$ cat config.mk
export PLATFORM = sky130hd
export DESIGN_NAME = adc_ser_link
export DESIGN_NICKNAME = d
export VERILOG_FILES = /design/src/rtl/adc_ser_pkg.sv /design/src/rtl/adc_ser_slot_timer.sv /design/src/rtl/adc_ser_tx.sv /design/src/rtl/adc_ser_rx.sv /design/src/rtl/adc_ser_link.sv
export SDC_FILE = /design/constraint.sdc
export NUM_CORES = 1
export LEC_CHECK = 0
export ABC_AREA = 1
export BUFFER_PORTS_ARGS = -buffer_cell sky130_fd_sc_hd__buf_2
export CORE_ASPECT_RATIO = 1.25
export CORE_UTILIZATION = 44
export DETAILED_ROUTE_END_ITERATION = 8
export GPL_ROUTABILITY_DRIVEN = 0
export SYNTH_ARGS = -nofsm -noshare
export SYNTH_HDL_FRONTEND = slang
export SYNTH_SLANG_ARGS = --single-unit
$ cat constraint.sdc
create_clock -name clk -period 4.2 [get_ports clk]
set_input_delay 1.05 -clock clk [delete_from_list [all_inputs] [get_ports clk]]
set_output_delay 1.05 -clock clk [all_outputs]
set_load 0.01 [all_outputs]
$ cat src/rtl/adc_ser_pkg.sv
package adc_ser_pkg;

    localparam int SAMPLE_W = 20;
    localparam int FRAME_HI = 24;
    localparam int PAD_W    = FRAME_HI - SAMPLE_W;
    localparam int LONG_W   = 2 * FRAME_HI;
    localparam int CNT_W    = $clog2(LONG_W);

    typedef logic [SAMPLE_W-1:0] sample_t;

    typedef struct packed {
        logic wide;
        logic two_lane;
        logic ddr;
    } link_cfg_t;

    // bit slots in one sample period for a given format
    function automatic logic [CNT_W-1:0] slots_per_period(input link_cfg_t c);
        int w;
        w = c.wide ? FRAME_HI : SAMPLE_W;
        return CNT_W'(c.two_lane ? w : 2 * w);
    endfunction

    // sample left-aligned in the widest frame, zero tail
    function automatic logic [FRAME_HI-1:0] frame_bits(input sample_t s);
        return {s, {PAD_W{1'b0}}};
    endfunction

endpackage

$ cat src/rtl/adc_ser_slot_timer.sv
module adc_ser_slot_timer
    import adc_ser_pkg::*;
(
    input  logic             clk,
    input  logic             rst,
    input  link_cfg_t        cfg_req,
    output logic             load,
    output link_cfg_t        cfg_act,
    output logic [CNT_W-1:0] slot,
    output logic             running
);

    logic             first_q;
    logic [CNT_W-1:0] last_slot;

    assign last_slot = slots_per_period(cfg_act) - CNT_W'(1);
    assign load      = first_q || (slot == last_slot);
    assign running   = !first_q;

    always_ff @(posedge clk) begin
        if (rst) begin
            first_q <= 1'b1;
            slot    <= '0;
            cfg_act <= '0;
        end else if (load) begin
            first_q <= 1'b0;
            slot    <= '0;
            cfg_act <= cfg_req;
        end else begin
            slot    <= slot + CNT_W'(1);
        end
    end

endmodule

$ cat src/rtl/adc_ser_tx.sv
module adc_ser_tx
    import adc_ser_pkg::*;
(
    input  logic             clk,
    input  logic             rst,
    input  logic             load,
    input  link_cfg_t        cfg_req,
    input  link_cfg_t        cfg_act,
    input  logic [CNT_W-1:0] slot,
    input  logic             running,
    input  sample_t          smp_a,
    input  sample_t          smp_b,
    output logic             lane0,
    output logic             lane1,
    output logic             dclk_rise,
    output logic             frame_start
);

    logic [LONG_W-1:0]   sh0_q, img0;
    logic [FRAME_HI-1:0] sh1_q, img1;
    logic [FRAME_HI-1:0] fa, fb;
    logic                fs_q;

    assign fa = frame_bits(smp_a);
    assign fb = frame_bits(smp_b);

    always_comb begin
        if (cfg_req.two_lane) begin
            img0 = {fa, {FRAME_HI{1'b0}}};
            img1 = fb;
        end else if (cfg_req.wide) begin
            img0 = {fa, fb};
            img1 = '0;
        end else begin
            img0 = {smp_a, smp_b, {(LONG_W - 2*SAMPLE_W){1'b0}}};
            img1 = '0;
        end
    end

    always_ff @(posedge clk) begin
        if (rst) begin
            sh0_q <= '0;
            sh1_q <= '0;
            fs_q  <= 1'b0;
        end else if (load) begin
            sh0_q <= img0;
            sh1_q <= img1;
            fs_q  <= 1'b1;
        end else begin
            sh0_q <= {sh0_q[LONG_W-2:0], 1'b0};
            sh1_q <= {sh1_q[FRAME_HI-2:0], 1'b0};
            fs_q  <= 1'b0;
        end
    end

    assign lane0       = sh0_q[LONG_W-1];
    assign lane1       = sh1_q[FRAME_HI-1];
    assign frame_start = fs_q;
    assign dclk_rise   = running && (!cfg_act.ddr || !slot[0]);

endmodule

$ cat src/rtl/adc_ser_rx.sv
module adc_ser_rx
    import adc_ser_pkg::*;
(
    input  logic      clk,
    input  logic      rst,
    input  logic      lane0,
    input  logic      lane1,
    input  logic      frame_start,
    input  link_cfg_t cfg,
    output logic      valid,
    output sample_t   word_a,
    output sample_t   word_b
);

    logic [LONG_W-1:0]   sr0_q, nx0;
    logic [FRAME_HI-1:0] sr1_q, nx1;
    logic [CNT_W-1:0]    idx_q, cur_idx;
    logic                locked_q, done;
    sample_t             dec_a, dec_b;

    assign nx0 = {sr0_q[LONG_W-2:0], lane0};
    assign nx1 = {sr1_q[FRAME_HI-2:0], lane1};

    always_comb begin
        if (frame_start)
            cur_idx = '0;
        else if (idx_q != '1)
            cur_idx = idx_q + CNT_W'(1);
        else
            cur_idx = idx_q;
    end

    assign done = (frame_start || locked_q) &&
                  (cur_idx == slots_per_period(cfg) - CNT_W'(1));

    always_comb begin
        if (cfg.two_lane) begin
            dec_a = cfg.wide ? nx0[FRAME_HI-1 -: SAMPLE_W] : nx0[SAMPLE_W-1:0];
            dec_b = cfg.wide ? nx1[FRAME_HI-1 -: SAMPLE_W] : nx1[SAMPLE_W-1:0];
        end else if (cfg.wide) begin
            dec_a = nx0[LONG_W-1 -: SAMPLE_W];
            dec_b = nx0[FRAME_HI-1 -: SAMPLE_W];
        end else begin
            dec_a = nx0[2*SAMPLE_W-1 -: SAMPLE_W];
            dec_b = nx0[SAMPLE_W-1:0];
        end
    end

    always_ff @(posedge clk) begin
        if (rst) begin
            sr0_q    <= '0;
            sr1_q    <= '0;
            idx_q    <= '0;
            locked_q <= 1'b0;
            valid    <= 1'b0;
            word_a   <= '0;
            word_b   <= '0;
        end else begin
            sr0_q    <= nx0;
            sr1_q    <= nx1;
            idx_q    <= cur_idx;
            locked_q <= locked_q || frame_start;
            valid    <= done;
            if (done) begin
                word_a <= dec_a;
                word_b <= dec_b;
            end
        end
    end

endmodule

$ cat src/rtl/adc_ser_link.sv
module adc_ser_link
    import adc_ser_pkg::*;
(
    input  logic        clk,
    input  logic        rst,
    input  logic [19:0] smp_a,
    input  logic [19:0] smp_b,
    input  logic        cfg_wide,
    input  logic        cfg_two_lane,
    input  logic        cfg_ddr,
    output logic        lane0,
    output logic        lane1,
    output logic        dclk_rise,
    output logic        frame_start,
    output logic        rx_valid,
    output logic [19:0] rx_a,
    output logic [19:0] rx_b
);

    link_cfg_t        cfg_req, cfg_act;
    logic             load, running;
    logic [CNT_W-1:0] slot;

    assign cfg_req = link_cfg_t'({cfg_wide, cfg_two_lane, cfg_ddr});

    adc_ser_slot_timer u_timer (
        .clk     (clk),
        .rst     (rst),
        .cfg_req (cfg_req),
        .load    (load),
        .cfg_act (cfg_act),
        .slot    (slot),
        .running (running)
    );

    adc_ser_tx u_tx (
        .clk         (clk),
        .rst         (rst),
        .load        (load),
        .cfg_req     (cfg_req),
        .cfg_act     (cfg_act),
        .slot        (slot),
        .running     (running),
        .smp_a       (smp_a),
        .smp_b       (smp_b),
        .lane0       (lane0),
        .lane1       (lane1),
        .dclk_rise   (dclk_rise),
        .frame_start (frame_start)
    );

    adc_ser_rx u_rx (
        .clk         (clk),
        .rst         (rst),
        .lane0       (lane0),
        .lane1       (lane1),
        .frame_start (frame_start),
        .cfg         (cfg_act),
        .valid       (rx_valid),
        .word_a      (rx_a),
        .word_b      (rx_b)
    );

endmodule

==> summary.md <==
| Metric | Value |
|---|---|
| Per-cell routed wire length | `12.23 um` |
| Syn avg cell area | `6.967 um2` |
| Register area share after synthesis | `48.31%` |
| Num rows | `54` |
| Commonest non-fill, non-tap cell in the layout | `nand2_1` |
| Root Driver | `clkbuf_16` |
| Min Tclk post-route | `3.330 ns` |
| All-Layer GR Usage | `19.89%` |
| Mapped Nets | `1198` |
| Fmax | `300.3 MHz` |
| EDFF count, synth | `0` |
| Total gr overflow | `0` |
| Post-Syn Instances | `1148` |
| Ys flop type | `dfxtp_1` |
| Synth Warn # | `0` |
| Clk slew on worst S/H paths | `0.07 ns` |
| Worst clock skew | `0.009292 ns` |
| First-pass GRT wire length | `29420 um` |
| Power Dens Cells | `423.8 nW/um2` |
| Tcrit/Tclk final | `79.30%` |
| Total CTS buffers | `17` |
| Clk_lat worst skew | `0.42 ns` |
| CTS tree | `built` |
| # diodes | `0` |
| Vias after detailed routing | `6654` |
| WS Path Type | `reg -> reg` |
| Static Leak | `4.166 nW` |
| Post-synth ARST share | `0%` |
| Peak supply drop | `0.0002620 V` |
| Port bufs | `89` |
| Post-cts sizing count | `0` |
| CP endpoint kind | `flop` |
| Post-synth cell types | `26` |
| Count of final setup violators | `0` |
| Fin. max-slew vios | `0` |
| Final Instance Area | `9191 um2` |
| Die W | `122.6 um` |
| Tightest Pin Transition | `0.9350 ns` |
| Largest net degree at the start of global routing | `84` |
| Initial DRC count | `326` |
| Core area | `17630 um2` |
| Hold WC Path Type | `reg -> reg` |
| Wl on met1 | `8385 um` |
| Commonest non-fill, non-tap cells in the layout | `nand2_1, dfxtp_1, inv_1` |
| Ports | `90` |
| Fin Setup TNS | `0 ns` |
| WL final | `17600 um` |
| Nets | `1253` |
| Share of cells above drive strength 1 | `11.44%` |
| Cts hold-fix bufs | `0` |
| Die area | `18720 um2` |
| Initial antenna violation count | `0` |
| WP data required | `4.51 ns` |
| Worst path arrival time | `3.64 ns` |
| Setup crit start kind | `flop` |
| Flops & latches, synth | `193` |
| Met2 wire len | `8146 um` |
| Number of global-route vias before repair | `6117` |
| DR pass1 iterations | `4` |
| MaxCap Viol Count | `0` |
| Number of routed nets with antenna violations | `0` |
| Die Y | `152.7 um` |
| Maximum buffer depth of the clock tree | `2` |
| Initial Utilization | `45.35%` |
| Dpl hpwl | `12380 um` |
| Status | `finished, final reports clean` |
| Post-CTS setup buffer count | `0` |
| Final Hold Vio Count | `0` |
| Number of remaining DRC errors | `0` |
| Top layer in use | `met4` |
| Vias per cell | `4.624` |
| RSZ-0062 raised after global routing | `false` |
| Synthesized area | `7998 um2` |
| Crit-path max FO | `83` |
| Area after DPL | `8542 um2` |
| Clock sink count | `193` |
| H-tree Lvls | `4` |
| Area grow syn2layout | `14.92%` |
| Wire length on met3 | `634 um` |
| Rel. slew slack | `37.59%` |
## cell families (layout without fill, tap and decap cells)
kind of cell | count (synthesis) | in the layout | share of synthesized area (%)
compound gates | 158 | 158 | 10.08
xor+xnor | 7 | 7 | 0.7666
fa+ha+maj | 5 | 5 | 0.7822
buf+inv | 242 | 309 | 11.86
flops | 193 | 193 | 48.31
mux | 13 | 13 | 1.627
simple gates | 530 | 530 | 26.58
## cell type report
class | instances | area, um2
Clock inverter | 13 | 210.2
Clock buffer | 18 | 439.2
Fill cell | 1834 | 8443
Inverter | 176 | 660.6
Multi-Input combinational cell | 713 | 3193
Tap cell | 224 | 280.3
Sequential cell | 193 | 3865
Timing Repair Buffer | 102 | 543.0
## sequential cells by signal (all words and copies together), names as in the netlist, 3 cells and up
signal / flops
u_timer.slot: 6
u_rx.sr1_q: 23
u_rx.sr0_q: 47
u_tx.sh0_q: 44
u_rx.word_b: 20
u_rx.idx_q: 6
u_rx.word_a: 20
u_timer.cfg_act: 3
u_tx.sh1_q: 20
## synth_stat cells, drive strengths merged, types with 2 or more instances
cell / instances / area (um2)
nand2: 318 / 1194
xnor2: 2 / 17.52
inv: 175 / 656.9
buf: 23 / 126.4
clkbuf: 43 / 161.4
nor3: 2 / 21.27
mux2i: 13 / 130.1
dfxtp: 193 / 3864
o21ai: 122 / 610.6
o211ai: 5 / 37.54
ha: 5 / 62.56
nor2: 161 / 609.3
xor2: 5 / 43.79
a21oi: 30 / 150.1
nand4: 37 / 231.5
nand3: 10 / 55.05
## final timing paths
check	start	endpoint	slack [ns]	cells after the start
setup reg to reg	u_timer.cfg_act[2]	u_rx.word_b[1]	0.87	10
hold reg to reg	u_tx.sh0_q[39]	u_tx.sh0_q[40]	0.42	2
hold / removal	u_tx.sh0_q[39]	u_tx.sh0_q[40]	0.42	2
setup / recovery	u_timer.cfg_act[2]	u_rx.word_b[1]	0.87	10
## worst max-delay path: stages (launching register included)
cell and delay, ns:
dfxtp_2 0.32, buf_4 0.52, ha_1 0.37, xnor2_1 0.22
nand3b_1 0.16, nand2_1 0.06, nor2_2 0.07, buf_4 0.30
nand3_2 0.78, nor2_1 0.33, nor2_1 0.07
## per-layer routing
layer	vias to the layer above	GRT usage, %
met3	23	4.079
li1	3605	-
met2	135	32.37
met4	0	7.201
met1	2891	25.71
met5	-	0
## report_power, final
group	switching, mW	total, mW	leakage, nW	internal [mW]
Sequential	0.0155	1.88	1.57	1.87
Combinational	0.173	0.249	2.29	0.0759
Clock	0.693	1.77	0.312	1.07
## per-stage QoR
step / hold WS [ns] / instances / setup WS (ns) / total power, mW / utilization, %
CTS: 0.4234 / 1439 / 0.8534 / 3.941 / 52.12
global placement: 0.4056 / 1408 / 0.9407 / 2.173 / 48.44
global route: 0.4339 / 1439 / 0.5067 / 4.054 / 52.12
floorplan: 0.3994 / 1148 / 1.650 / 2.093 / -
finish: 0.4196 / 1439 / 0.8696 / 3.895 / 52.12
detailed placement: 0.4120 / 1408 / 0.8814 / 2.174 / 48.44
No activity file was read; power rests on OpenSTA's default activity.
